$ cat src/rtl/pfc_pkg.sv
// Package: shared types for the buffered packet FIFO controller.
// Assumes: nothing beyond IEEE 1800-2017.
package pfc_pkg;
    typedef enum logic {
        SER_IDLE = 1'b0,
        SER_RUN  = 1'b1
    } ser_state_e;
endpackage

$ cat src/rtl/pfc_ring.sv
// Byte ring store with a run-time depth limit.
// Pointers wrap over the physical array. The count never exceeds
// the limit, so a shorter depth needs no extra wrap logic.
// Assumes: the caller flushes when the limit changes.
module pfc_ring #(
    parameter int DATA_W    = 8,
    parameter int MAX_DEPTH = 64,
    localparam int AW = $clog2(MAX_DEPTH),
    localparam int CW = AW + 1
) (
    input  logic              clk,
    input  logic              rst_n,
    input  logic              flush,
    input  logic [CW-1:0]     depth_lim,
    input  logic              push,
    input  logic [DATA_W-1:0] push_data,
    input  logic              pop,
    output logic [DATA_W-1:0] head,
    output logic [CW-1:0]     count,
    output logic              full,
    output logic              empty
);
    logic [DATA_W-1:0] mem [MAX_DEPTH];
    logic [AW-1:0]     wptr, rptr;
    logic              wr_ok, rd_ok;

    assign full  = (count == depth_lim);
    assign empty = (count == '0);
    assign wr_ok = push && !full && !flush;
    assign rd_ok = pop && !empty && !flush;
    assign head  = mem[rptr];

    // Store an accepted byte.
    always_ff @(posedge clk) begin
        if (wr_ok) mem[wptr] <= push_data;
    end

    // Advance pointers and keep the fill count.
    always_ff @(posedge clk) begin
        if (!rst_n || flush) begin
            wptr  <= '0;
            rptr  <= '0;
            count <= '0;
        end else begin
            if (wr_ok) wptr <= wptr + AW'(1);
            if (rd_ok) rptr <= rptr + AW'(1);
            case ({wr_ok, rd_ok})
                2'b10:   count <= count + CW'(1);
                2'b01:   count <= count - CW'(1);
                default: count <= count;
            endcase
        end
    end

    // outside a flush the count stays within the selected depth.
    assert_count_in_depth_R1: assert property (@(posedge clk) disable iff (!rst_n)
        !flush |-> count <= depth_lim);
    // a push at full without a pop leaves the count unchanged.
    assert_drop_at_full_R9: assert property (@(posedge clk) disable iff (!rst_n)
        (full && push && !pop && !flush) |=> count == $past(count));
endmodule

$ cat src/rtl/pfc_rx_deser.sv
// Receive deserializer: gathers serial bits into bytes, first bit as
// MSB. Filling is armed by a sync strobe or gated by a software enable.
// Assumes: bit_tick marks one valid rx_bit per high cycle.
module pfc_rx_deser #(
    parameter int DATA_W = 8,
    localparam int BCW = $clog2(DATA_W)
) (
    input  logic              clk,
    input  logic              rst_n,
    input  logic              rx_on,
    input  logic              sw_mode,
    input  logic              sw_fill,
    input  logic              sync_det,
    input  logic              bit_tick,
    input  logic              bit_in,
    output logic              byte_vld,
    output logic [DATA_W-1:0] byte_data
);
    logic              armed;
    logic              fill;
    logic [BCW-1:0]    bcnt;
    logic [DATA_W-1:0] sh;

    assign fill = rx_on && (sw_mode ? sw_fill : armed);

    // Sync-armed fill latch, dropped when leaving sync-gated receive.
    always_ff @(posedge clk) begin
        if (!rst_n || !rx_on || sw_mode) armed <= 1'b0;
        else if (sync_det)               armed <= 1'b1;
    end

    // Shift bits in and emit a byte every DATA_W bits.
    always_ff @(posedge clk) begin
        if (!rst_n) begin
            bcnt      <= '0;
            sh        <= '0;
            byte_vld  <= 1'b0;
            byte_data <= '0;
        end else begin
            byte_vld <= 1'b0;
            if (!fill || (!sw_mode && sync_det)) begin
                bcnt <= '0;
            end else if (bit_tick) begin
                sh <= {sh[DATA_W-2:0], bit_in};
                if (bcnt == BCW'(DATA_W - 1)) begin
                    bcnt      <= '0;
                    byte_vld  <= 1'b1;
                    byte_data <= {sh[DATA_W-2:0], bit_in};
                end else begin
                    bcnt <= bcnt + BCW'(1);
                end
            end
        end
    end

    // nothing is produced outside receive.
    assert_rx_quiet_in_tx_R3: assert property (@(posedge clk) disable iff (!rst_n)
        !rx_on |=> !byte_vld);
    // in sync mode, no byte before the strobe arms filling.
    assert_no_fill_unarmed_R3: assert property (@(posedge clk) disable iff (!rst_n)
        (!sw_mode && !armed) |=> !byte_vld);
    // in software mode, a cleared enable yields no byte.
    assert_sw_gate_R4: assert property (@(posedge clk) disable iff (!rst_n)
        (sw_mode && !sw_fill) |=> !byte_vld);
endmodule

$ cat src/rtl/pfc_tx_ser.sv
// Transmit serializer: starts by the selected policy, then sends every
// stored byte MSB first, one bit per tick, until the store is empty.
// Assumes: head is valid in the cycle that pop is raised.
module pfc_tx_ser
    import pfc_pkg::*;
#(
    parameter int DATA_W = 8,
    localparam int BW = $clog2(DATA_W + 1)
) (
    input  logic              clk,
    input  logic              rst_n,
    input  logic              tx_on,
    input  logic              start_on_full,
    input  logic              fifo_full,
    input  logic              fifo_empty,
    input  logic [DATA_W-1:0] head,
    input  logic              bit_tick,
    input  logic              host_wr,
    output logic              pop,
    output logic              bit_out,
    output logic              bit_vld,
    output logic              done
);
    ser_state_e        state;
    logic [DATA_W-1:0] sh;
    logic [BW-1:0]     bleft;
    logic              start, last_bit;

    assign start    = tx_on && (state == SER_IDLE) &&
                      (start_on_full ? fifo_full : !fifo_empty);
    assign last_bit = (state == SER_RUN) && bit_tick && (bleft == BW'(1));
    assign pop      = start || (last_bit && !fifo_empty);
    assign bit_out  = sh[DATA_W-1];
    assign bit_vld  = (state == SER_RUN);

    // Serializer state, shift register and remaining-bit counter.
    always_ff @(posedge clk) begin
        if (!rst_n || !tx_on) begin
            state <= SER_IDLE;
            sh    <= '0;
            bleft <= '0;
        end else if (start) begin
            state <= SER_RUN;
            sh    <= head;
            bleft <= BW'(DATA_W);
        end else if (state == SER_RUN && bit_tick) begin
            if (bleft == BW'(1)) begin
                if (!fifo_empty) begin
                    sh    <= head;
                    bleft <= BW'(DATA_W);
                end else begin
                    state <= SER_IDLE;
                    bleft <= '0;
                end
            end else begin
                sh    <= {sh[DATA_W-2:0], 1'b0};
                bleft <= bleft - BW'(1);
            end
        end
    end

    // Done flag: set when the drain completes, cleared by a host write.
    always_ff @(posedge clk) begin
        if (!rst_n)                      done <= 1'b0;
        else if (host_wr || start)       done <= 1'b0;
        else if (last_bit && fifo_empty) done <= 1'b1;
    end

    // done is only shown while the serializer is idle.
    assert_done_idle_R7: assert property (@(posedge clk) disable iff (!rst_n)
        done |-> !bit_vld);
    // under the full policy no start happens below full.
    assert_start_policy_R5: assert property (@(posedge clk) disable iff (!rst_n)
        (tx_on && start_on_full && !bit_vld && !fifo_full) |=> !bit_vld);
    // a running serializer never pops from an empty store.
    assert_pop_nonempty_R6: assert property (@(posedge clk) disable iff (!rst_n)
        pop |-> !fifo_empty);
endmodule

$ cat src/rtl/pkt_fifo_ctrl.sv
// Buffered packet FIFO controller top. Steers the byte ring between the
// host and the deserializer or serializer, by direction. Derives the
// depth and threshold and produces flags and interrupts.
// Assumes: host writes only matter in transmit and reads in receive.
module pkt_fifo_ctrl #(
    parameter int DATA_W    = 8,
    parameter int MAX_DEPTH = 64,
    parameter int LEN_W     = 2,
    parameter int THR_W     = 6,
    localparam int AW  = $clog2(MAX_DEPTH),
    localparam int CW  = AW + 1,
    localparam int SEG = MAX_DEPTH >> LEN_W
) (
    input  logic              clk,
    input  logic              rst_n,
    input  logic              mode_tx,
    input  logic [LEN_W-1:0]  cfg_len,
    input  logic [THR_W-1:0]  cfg_thr,
    input  logic              cfg_fill_sw,
    input  logic              sw_fill_en,
    input  logic              cfg_tx_on_full,
    input  logic              sync_det,
    input  logic              bit_tick,
    input  logic              rx_bit,
    input  logic              host_wr,
    input  logic [DATA_W-1:0] host_wdata,
    input  logic              host_rd,
    output logic [DATA_W-1:0] host_rdata,
    output logic              tx_bit,
    output logic              tx_bit_valid,
    output logic              fifo_not_empty,
    output logic              fifo_full,
    output logic              thr_irq,
    output logic              rx_byte_rdy,
    output logic              tx_done,
    output logic              overflow
);
    logic [LEN_W-1:0]  len_q;
    logic              flush;
    logic [CW-1:0]     depth_lim, thr_lvl, count;
    logic              empty;
    logic              rx_vld, tx_pop, push, pop;
    logic [DATA_W-1:0] rx_data, push_data, head;

    assign flush     = (cfg_len != len_q);
    assign depth_lim = CW'((CW'(cfg_len) + CW'(1)) * CW'(SEG));
    assign thr_lvl   = CW'(cfg_thr) + CW'(1);

    assign push      = mode_tx ? host_wr : rx_vld;
    assign push_data = mode_tx ? host_wdata : rx_data;
    assign pop       = mode_tx ? tx_pop : host_rd;

    assign fifo_not_empty = !empty;
    assign thr_irq        = !mode_tx && (count >= thr_lvl);
    assign rx_byte_rdy    = !mode_tx && rx_vld && !fifo_full && !flush;

    // Remember the depth setting so a change can be seen.
    always_ff @(posedge clk) begin
        if (!rst_n) len_q <= '0;
        else        len_q <= cfg_len;
    end

    // Sticky overflow on a byte offered at full.
    always_ff @(posedge clk) begin
        if (!rst_n)                             overflow <= 1'b0;
        else if (push && fifo_full && !flush)   overflow <= 1'b1;
    end

    // Host read data register, held on an empty read.
    always_ff @(posedge clk) begin
        if (!rst_n)                               host_rdata <= '0;
        else if (!mode_tx && host_rd && !empty)   host_rdata <= head;
    end

    pfc_ring #(.DATA_W(DATA_W), .MAX_DEPTH(MAX_DEPTH)) u_ring (
        .clk(clk), .rst_n(rst_n), .flush(flush), .depth_lim(depth_lim),
        .push(push), .push_data(push_data), .pop(pop), .head(head),
        .count(count), .full(fifo_full), .empty(empty)
    );

    pfc_rx_deser #(.DATA_W(DATA_W)) u_rx (
        .clk(clk), .rst_n(rst_n), .rx_on(!mode_tx), .sw_mode(cfg_fill_sw),
        .sw_fill(sw_fill_en), .sync_det(sync_det), .bit_tick(bit_tick),
        .bit_in(rx_bit), .byte_vld(rx_vld), .byte_data(rx_data)
    );

    pfc_tx_ser #(.DATA_W(DATA_W)) u_tx (
        .clk(clk), .rst_n(rst_n), .tx_on(mode_tx),
        .start_on_full(cfg_tx_on_full), .fifo_full(fifo_full),
        .fifo_empty(empty), .head(head), .bit_tick(bit_tick),
        .host_wr(host_wr && mode_tx), .pop(tx_pop), .bit_out(tx_bit),
        .bit_vld(tx_bit_valid), .done(tx_done)
    );

    // overflow never clears once set.
    assert_ovf_sticky_R9: assert property (@(posedge clk) disable iff (!rst_n)
        overflow |=> overflow);
    // a depth change leaves the store empty.
    assert_flush_empties_R10: assert property (@(posedge clk) disable iff (!rst_n)
        flush |=> !fifo_not_empty);
    // the ready pulse appears only in receive.
    assert_rdy_rx_only_R8: assert property (@(posedge clk) disable iff (!rst_n)
        rx_byte_rdy |-> !mode_tx);
    // the fill-level interrupt is silent in transmit.
    assert_thr_rx_only_R2: assert property (@(posedge clk) disable iff (!rst_n)
        mode_tx |-> !thr_irq);
endmodule

$ cat config.mk
export PLATFORM = sky130hd
export DESIGN_NAME = pkt_fifo_ctrl
export DESIGN_NICKNAME = d
export VERILOG_FILES = /design/src/rtl/pfc_pkg.sv /design/src/rtl/pfc_ring.sv /design/src/rtl/pfc_rx_deser.sv /design/src/rtl/pfc_tx_ser.sv /design/src/rtl/pkt_fifo_ctrl.sv
export SDC_FILE = /design/constraint.sdc
export NUM_CORES = 1
export LEC_CHECK = 0
export BUFFER_PORTS_ARGS = -buffer_cell sky130_fd_sc_hd__buf_4
export CORE_UTILIZATION = 50
export DETAILED_ROUTE_END_ITERATION = 12
export PLACE_DENSITY = 0.66
export SYNTH_ARGS = -nofsm -noshare
export SYNTH_HDL_FRONTEND = slang
export SYNTH_SLANG_ARGS = --single-unit
$ cat constraint.sdc
create_clock -name clk -period 4.5 [get_ports clk]
set_input_delay 0.45 -clock clk [delete_from_list [all_inputs] [get_ports clk]]
set_output_delay 0.45 -clock clk [all_outputs]
set_load 0.05 [all_outputs]
==> results.yml, run 1 <==
setup_path:
  critPathMaxStageDelay_ns: 0.54
  end_kind: "flop"
  crit_slowest_cell: "or4_4"
  cp-start-kind: "flop"
  critPathRequiredTime_ns: 5.03
  critPathKind: "reg -> reg"
  crit_chain: "buf_4 -> or4_4 -> o41ai_1 -> a31oi_1 -> nor2_1 -> ha_1 -> xor2_1 -> ha_1 -> or4_1 -> a221oi_2 -> a311oi_1 -> or4_1 -> a21oi_1"
  arrival_ns: 4.42
  cp_max_fo: 12
placement:
  pre_cts_slack_ns: 0.484
  io_buffer_count: 42
  dp.final_hpwl_um: 30800
  gp_congestion: 0.890
  place_area_um2: 24600
global_routing:
  grt_use_total_pct: 21.6
  antenna_found_initial: 0
  grt_pass1_vias: 12200
  grt-ovfl-total: 0
  grt_pass1_wl_um: 74700
  grt_max_degree: 65
floorplan:
  placementRows: 78
  die_h_um: 218
  ios: 43
  dieArea_um2: 47300
  coreArea_um2: 45600
  start_util_pct: 51.0
  die_x_um: 218
clock_tree:
  clk_pin_slew_worst_paths_ns: 0.07
  numCtsBuffers: 59
  clk_latency_ns: 0.62
  clkSinkCount: 582
  cts_tree: "done"
  clockBufferDepth: 3
  h-tree-depth: 2
  cts-root-buf: "clkbuf_16"
  cts_resized: 0
final_layout:
  drive_gt1_share_pct: 28.2
  diodes: 0
  nFillCells: 3354
  postLayoutCellArea_um2: 26600
  multi_input_area_um2: 6150
  final_nets: 1377
  register_area_um2: 16800
  area.growth.synth_to_final_pct: 14.3
synthesis:
  avgSynthCellArea_um2: 18.9
  synth_compound_area_share_pct: 3.17
  synth_adder_area_share_pct: 0.916
  syn_nets: 1273
  yosys.area_share.xor_xnor_pct: 0.829
  yosys.area.top_type: "edfxtp_1"
  ys_ff_latch: 582
  synth_cells: 1229
  synthMuxAreaShare_pct: 16.5
  synth_edf_count: 512
  netlist_top_cells_area: "edfxtp_1 66%, mux4_2 16%, dfxtp_1 6.0%, nor2_1 1.7%, ha_1 0.92%"
  synthDominantCellAreaShare_pct: 66.2
  synth_flop_cell: "edfxtp_1"
  synth-simple-area-share_pct: 5.03
  ys_seq_area_share_pct: 72.2
  ys_warn_count: 0
  synth_area_um2: 23200
  async_flop_share_pct: 0
  netlist-cell-type-count: 60
  synth_top_family_by_area: "multiplexers"
timing:
  fin_ws_ns: 0.615
  rsz0062_at_grt: "false"
  worst_slew_pin_slew_ns: 1.02
  drv_slew: 0
  final_hold_viol_count: 0
  timing.final.crit_share_pct: 86.3
  finClkSkew_ns: 0.0208
  setup_viol: 0
  slew_headroom_pct: 32.0
  max_freq_mhz: 257
  setup_tns_ns: 0
  fin_crit_ns: 3.88
hold_path:
  hold_class: "in -> reg"
power_and_ir_drop:
  cellLeakagePower_nw: 7.74
  clkPwrFrac_pct: 44.6
  p_per_area_nw_per_um2: 412
  pwr-share-comb_pct: 1.8
  seqPwrFrac_pct: 53.7
  ir_drop_mv: 0.323
  finalPower_mw: 10.9
  p_int_mw: 8.75
  p_sw_share_pct: 20.0
  switchingPower_mw: 2.19
drt:
  drtAntennaViolNets: 0
  first_pass_iters: 5
  viasPerCell: 5.96
  wl_um: 49200
  drc_errors: 0
  avgRoutedWirePerCell_um: 24.8
  drt_iter0_markers: 1128
  dr_total_vias: 11800
run_status:
  outcome: "completed"
flow_run:
  drv_cap: 0
cells in the final DEF, fill, tap and decap left out, drive strengths merged, types with 4 or more instances in the layout:
cell type    n
mux4       160
clkbuf      66
nor2       106
o21ai       16
xor2        13
a21o         5
mux2         8
a22oi        8
buf        106
a22o         8
nand3       28
dfxtp       70
or3          5
nor3         8
mux2i       14
xnor2        9
nand2       45
a211oi       5
bufinv       7
o22ai       13
edfxtp     512
nor3b        5
a21boi       8
a21oi       14
or2          5
and2         7
a221oi       9
clkinvlp     5
clkinv      31
nor2b       15
ha          17
or3b         4
inv         15
kinds of logic (layout without fill, tap and decap cells):
logic type / count (synthesis) / after routing
DFF: 582 / 582
adders and majority gates: 17 / 17
xor gates and xnor gates: 22 / 22
AOI/OAI and AO/OA: 104 / 104
buffers and inverters: 76 / 231
muxes: 182 / 182
and+or+nand+nor: 246 / 246
flip-flops by register name (all words and copies together), names as in the netlist, 4 cells and up, named ones only:
name and flops:
u_ring.mem 512, u_rx.byte_data 8, u_ring.wptr 6, host_rdata 8
u_tx.bleft 4, u_ring.rptr 6, u_tx.sh 8, u_ring.count 7
u_rx.sh 7
critical path: cells and delay by family, from the launching register on:
family                     cells  cell delay, ns
AOI/OAI and AO/OA              5            1.10
xor gates and xnor gates       1            0.07
adders and majority gates      2            0.46
buffers and inverters          1            0.17
DFF                            1            0.29
and+or+nand+nor                4            1.70
layout make-up:
class / instances / area share, %
repair buffers: 107 / 3.32
clock buffers: 66 / 5.70
well taps: 600 / 2.83
clock inverters: 46 / 1.64
inverters: 12 / 0.170
flip-flops and latches: 582 / 63.2
multi-input cells: 571 / 23.2
path summary, 6_finish.rpt:
| check | slack (ns) | to | startpoint | cells after the start |
|---|---|---|---|---|
| max | 0.62 | u_ring.count[6]$_SDFFE_PP0P_ | u_ring.count[1]$_SDFFE_PP0P_ | 13 |
| min reg2reg | 0.46 | u_rx.byte_data[1]$_SDFFE_PN0P_ | u_rx.byte_data[1]$_SDFFE_PN0P_ | 2 |
| max reg2reg | 0.62 | u_ring.count[6]$_SDFFE_PP0P_ | u_ring.count[1]$_SDFFE_PP0P_ | 13 |
| min | 0.06 | len_q[1]$_SDFF_PN0_ | cfg_len[1] | 2 |
stage by stage:
stage	utilization, %	instances	hold WS, ns
global placement	54.0	1871	0.440
global route	58.3	1984	0.0533
detailed placement	54.0	1871	0.453
CTS	58.3	1984	0.0396
finish	58.3	1984	0.0591
floorplan	-	1229	0.425
cell usage after synthesis, drive strengths merged (11+ instances only):
library cell / instances
edfxtp: 512
mux4: 160
nor2: 106
dfxtp: 70
nand2: 45
clkbuf: 36
buf: 28
nand3: 28
ha: 17
o21ai: 16
nor2b: 15
a21oi: 14
mux2i: 14
o22ai: 13
xor2: 13
inv: 11
power groups by stage:
stage / clock network (mW) / registers [mW] / logic [mW]
after floorplan: 0 / 5.99 / 0.102
after global placement: 0 / 5.99 / 0.187
final: 4.88 / 5.87 / 0.194
after CTS: 4.98 / 5.87 / 0.196
after global routing: 5.17 / 5.87 / 0.211
after detailed placement: 0 / 5.99 / 0.195
layer usage:
layer  global-route usage [%]  part of all wire [%]  up-vias
met5                        0                     0        -
met4                     7.35                   2.7        0
met3                     4.38                   6.8       87
met2                     34.1                    48      408
met1                     30.1                    43     6104
li1                         -                     -     5217
what timing repair did:
item,4_1_cts,5_1_grt
buffers inserted,0,0
hold buffers,1,0
endpoints found under the setup margin,0,0
hold endpoints to repair,1,0
(Power assumes the default switching activity.)
==> inputs of run 2 (changes only) <==
- CORE_UTILIZATION: 50 -> 52
- CTS_BUF_LIST: default -> sky130_fd_sc_hd__clkbuf_8
- PLACE_DENSITY: 0.66 -> 0.68
- clock period: 4.5 -> 3.7 ns (I/O delays scaled with it)
==> results.yml, run 2 (synthesis results as in run 1) <==
run_status:
  outcome: "completed"
floorplan:
  placementRows: 77
  coreArea_um2: 44100
  ios: 43
  die_h_um: 213
  dieArea_um2: 45500
  die_x_um: 213
  start_util_pct: 52.7
hold_path:
  worstHoldStart: "mode_tx"
  hold_class: "in -> reg"
  min_path_cells: 3
  min_delay_worst_endpoint: "u_tx.bit_vld$_SDFFE_PP0P_"
final_layout:
  nFillCells: 3214
  final_nets: 1464
  final_cell_mix: "512 x edfxtp_1, 160 x mux4_2, 145 x buf_4, 106 x nor2_1, 102 x clkbuf_8"
  register_area_um2: 16800
  drive_gt1_share_pct: 31.2
  diodes: 0
  final_common_cell: "edfxtp_1"
  postLayoutCellArea_um2: 26800
  area.growth.synth_to_final_pct: 15.3
  largest-register: "u_ring.mem"
  multi_input_area_um2: 6180
  largest_register_ffs: 512
setup_path:
  end_kind: "flop"
  crit-reg2reg-capture: "u_ring.count[6]$_SDFFE_PP0P_"
  critPathMaxStageDelay_ns: 0.54
  cpLargestDelayFamily: "simple AND/OR/NAND/NOR gates"
  crit_slowest_cell: "dlygate4sd3_1"
  cp_max_fo: 4
  critPathRequiredTime_ns: 4.31
  r2r_start: "u_ring.count[2]$_SDFFE_PP0P_"
  reg2regPathDepth: 12
  r2r_setup_slack_ns: 0.27
  crit_chain: "dlygate4sd3_1 -> buf_4 -> ha_1 -> xor2_1 -> o41ai_2 -> a31oi_1 -> nor2_1 -> ha_4 -> xor2_1 -> ha_2 -> or4_1 -> a221oi_2 -> a311oi_1 -> or4_1 -> a21oi_1"
  cp.buffers_inverters: 2
  cp-start-kind: "input port"
  arrival_ns: 4.06
  critPathKind: "in -> reg"
placement:
  gp_congestion: 0.843
  dp.final_hpwl_um: 32300
  place_area_um2: 25000
  io_buffer_count: 42
global_routing:
  grt_max_degree: 45
  grt_use_total_pct: 23.3
  grt_pass1_wl_um: 77000
  grt_pass1_vias: 12500
  antenna_found_initial: 0
  grt-ovfl-total: 0
clock_tree:
  post-cts-setup-buffers: 0
  clk_pin_slew_worst_paths_ns: 0.07
  clk_latency_ns: 0.67
  h-tree-depth: 3
  clockBufferDepth: 3
  cts_tree: "done"
  clkSinkCount: 582
  cts-root-buf: "clkbuf_8"
  numCtsBuffers: 92
power_and_ir_drop:
  finalPower_mw: 12.4
  p_per_area_nw_per_um2: 464
  cellLeakagePower_nw: 8.07
  ir_drop_mv: 0.350
timing:
  setup_viol: 0
  setup_tns_ns: 0
  timing.final.crit_share_pct: 93.2
  max_freq_mhz: 290
  rsz0062_at_grt: "false"
  drv_slew: 0
  worst_slew_pin_slew_ns: 1.19
  slew_headroom_pct: 20.7
  final_hold_viol_count: 0
  fin_crit_ns: 3.45
  holdWs_ns: 0.118
  finClkSkew_ns: 0.0272
drt:
  avgRoutedWirePerCell_um: 24.3
  drt_iter0_markers: 1230
  first_pass_iters: 5
  viasPerCell: 5.91
  dr_total_vias: 12300
  drtAntennaViolNets: 0
  drc_errors: 0
  wl_um: 50700
flow_run:
  drv_cap: 0
run 2: power breakdown:
| group | total (mW) | switching (mW) | internal, mW | leakage (nW) |
|---|---|---|---|---|
| Combinational | 0.253 | 0.179 | 0.0744 | 2.39 |
| Clock | 5.04 | 2.44 | 2.60 | 0.989 |
| Sequential | 7.14 | 0.00365 | 7.14 | 4.69 |
run 2: cell type report:
type,count,area share [%]
flip-flops and latches,582,62.6
multi-input cells,571,23.1
clock buffers,102,5.24
repair buffers,161,5.00
well taps,592,2.76
clock inverters,64,1.14
inverters,12,0.168
run 2: per-stage QoR:
step | setup slack, ns | utilization (%) | std cells
finish | 0.251 | 60.7 | 2084
global route | 0.0633 | 60.7 | 2084
CTS | 0.151 | 60.7 | 2084
detailed placement | 0.0498 | 56.7 | 1911
global placement | 0.0754 | 56.7 | 1911
floorplan | -0.239 | - | 1229
run 2: how the worst max path moves through the flow:
| stage | cells past startpoint | end | start |
|---|---|---|---|
| final | 15 | u_ring.count[6]$_SDFFE_PP0P_ | cfg_len[0] |
| after global placement | 14 | u_ring.count[6]$_SDFFE_PP0P_ | cfg_len[0] |
| after floorplan | 14 | u_ring.count[6]$_SDFFE_PP0P_ | u_ring.count[2]$_SDFFE_PP0P_ |
| after CTS | 12 | u_ring.count[6]$_SDFFE_PP0P_ | u_ring.count[2]$_SDFFE_PP0P_ |
| after global routing | 14 | u_ring.count[3]$_SDFFE_PP0P_ | u_tx.bleft[0]$_SDFFE_PP0N_ |
| after detailed placement | 14 | u_ring.count[6]$_SDFFE_PP0P_ | cfg_len[0] |
run 2: worst register-to-register path, cell delays in order (launching register included):
cell and delay [ns]:
dfxtp_2 0.38, or4_4 0.57, o41ai_2 0.28, a31oi_1 0.16
nor2_1 0.24, ha_4 0.19, xor2_1 0.07, ha_2 0.18
or4_1 0.43, a221oi_2 0.26, a311oi_1 0.08, or4_1 0.41
a21oi_1 0.12
run 2: metal layers:
| layer | track usage (%) | routed length, um | up-vias |
|---|---|---|---|
| met5 | 0 | 0 | - |
| met4 | 7.12 | 1230 | 0 |
| met3 | 4.70 | 3530 | 87 |
| met2 | 36.9 | 24400 | 491 |
| met1 | 33.0 | 21600 | 6353 |
| li1 | - | - | 5377 |
run 2: repair_timing:
item,in CTS,in global routing
setup endpoints to repair,0,3
hold endpoints to repair,9,0
gates resized for setup,0,2
hold buffers,7,0
==> inputs of run 3 (changes only) <==
==> constraint.sdc (replaced) <==
create_clock -name clk -period 3.7 [get_ports clk]
set_input_delay 0.185 -clock clk [delete_from_list [all_inputs] [get_ports clk]]
set_output_delay 0.185 -clock clk [all_outputs]
set_load 0.05 [all_outputs]
==> results.yml, run 3 (synthesis results as in run 1) <==
floorplan:
  die_x_um: 213
  placementRows: 77
  ios: 43
  die_h_um: 213
  coreArea_um2: 44100
  dieArea_um2: 45500
  start_util_pct: 52.7
timing:
  setup_viol: 0
  max_freq_mhz: 289
  final_hold_viol_count: 0
  drv_slew: 0
  worst_slew_pin_slew_ns: 1.27
  fin_crit_ns: 3.46
  rsz0062_at_grt: "false"
  finClkSkew_ns: 0.0269
  holdWs_ns: 0.0901
  slew_headroom_pct: 15.4
  timing.final.crit_share_pct: 93.5
setup_path:
  critPathRequiredTime_ns: 4.26
  critPathKind: "reg -> reg"
  arrival_ns: 4.02
  cp_max_fo: 5
  reg2regPathDepth: 13
  cp-start-kind: "flop"
  end_kind: "flop"
global_routing:
  grt_max_degree: 55
  grt_use_total_pct: 23.0
  grt_pass1_vias: 12100
  grt-ovfl-total: 0
  grt_pass1_wl_um: 74800
  antenna_found_initial: 1
placement:
  dp.final_hpwl_um: 31700
  gp_congestion: 0.844
  io_buffer_count: 42
clock_tree:
  clockBufferDepth: 3
  cts-root-buf: "clkbuf_8"
  clkSinkCount: 582
  h-tree-depth: 3
  clk_latency_ns: 0.65
  clk_pin_slew_worst_paths_ns: 0.07
  numCtsBuffers: 91
  cts_tree: "done"
power_and_ir_drop:
  finalPower_mw: 12.7
  ir_drop_mv: 0.348
  cellLeakagePower_nw: 8.12
  p_per_area_nw_per_um2: 472
flow_run:
  drv_cap: 0
final_layout:
  drive_gt1_share_pct: 31.1
  largest-register: "u_ring.mem"
  diodes: 0
  nFillCells: 3216
  final_nets: 1470
  final_common_cell: "edfxtp_1"
  largest_register_ffs: 512
  final_cell_mix: "512 x edfxtp_1, 160 x mux4_2, 146 x buf_4, 105 x nor2_1, 95 x clkbuf_8"
  area.growth.synth_to_final_pct: 15.9
drt:
  drt_iter0_markers: 1251
  drtAntennaViolNets: 0
  viasPerCell: 5.87
  wl_um: 50700
  dr_total_vias: 12300
  drc_errors: 0
  avgRoutedWirePerCell_um: 24.3
  first_pass_iters: 5
run_status:
  outcome: "completed"
hold_path:
  min_path_cells: 4
  hold_class: "in -> reg"
[run 3: path summary, 6_finish.rpt]
check / start / end / slack, ns
min reg2reg: u_rx.byte_data[2]$_SDFFE_PN0P_ / u_rx.byte_data[2]$_SDFFE_PN0P_ / 0.47
max: u_tx.bleft[0]$_SDFFE_PP0N_ / u_ring.count[6]$_SDFFE_PP0P_ / 0.24
min: host_rd / host_rdata[4]$_SDFFE_PN0P_ / 0.09
max reg2reg: u_tx.bleft[0]$_SDFFE_PP0N_ / u_ring.count[6]$_SDFFE_PP0P_ / 0.24
[run 3: final cells by class]
cell class / count / area (um^2) / share of cell area, %
timing repair buffer: 168 / 1400 / 5.18
inverter: 12 / 45.0 / 0.167
clock buffer: 95 / 1310 / 4.85
tap: 592 / 741 / 2.75
multi-input combinational: 571 / 6180 / 22.9
sequential: 582 / 16800 / 62.3
clock inverter: 70 / 478 / 1.77
[run 3: worst max-delay path: stages (launching register included)]
cell and delay, ns:
dfxtp_1 0.39, ha_1 0.25, or3b_2 0.47, o21ai_0 0.26, a31oi_1 0.11, nor2_2 0.20
ha_4 0.17, xor2_1 0.06, ha_2 0.17, or4_1 0.42, a221oi_2 0.26, a311oi_1 0.09
or4_1 0.40, a21oi_1 0.12
[run 3: repair_timing]
action	CTS	global route
setup buffers	0	0
hold endpoints to repair	36	0
resized for setup	0	2
setup endpoints to repair	0	2
hold buffers	14	0
[run 3: metal layers]
metal | vias to the layer above | global-route usage (%) | routed length (um)
met5 | - | 0 | 13
met4 | 2 | 8.08 | 1430
met3 | 97 | 5.32 | 3950
met2 | 485 | 34.9 | 23800
met1 | 6274 | 33.0 | 21600
li1 | 5403 | - | -
[run 3: stage by stage]
stage | std cells | utilization [%] | setup TNS, ns | worst slack [ns] | instance area [um^2]
2_1_floorplan | 1229 | - | -0.196 | -0.196 | 23300
6_report | 2090 | 61.0 | 0 | 0.241 | 26900
5_1_grt | 2090 | 61.0 | 0 | 0.0305 | 26900
3_3_place_gp | 1911 | 56.7 | 0 | 0.254 | 25000
3_5_place_dp | 1911 | 56.7 | 0 | 0.204 | 25000
4_1_cts | 2090 | 61.0 | 0 | 0.177 | 26900
[run 3: report_power, final]
group,leakage [nW],total [mW],internal (mW),switching [mW]
sequential,4.69,7.14,7.14,0.00371
clock,1.01,5.32,2.87,2.44
combinational,2.42,0.258,0.0777,0.180
total,8.12,12.7,10.1,2.63
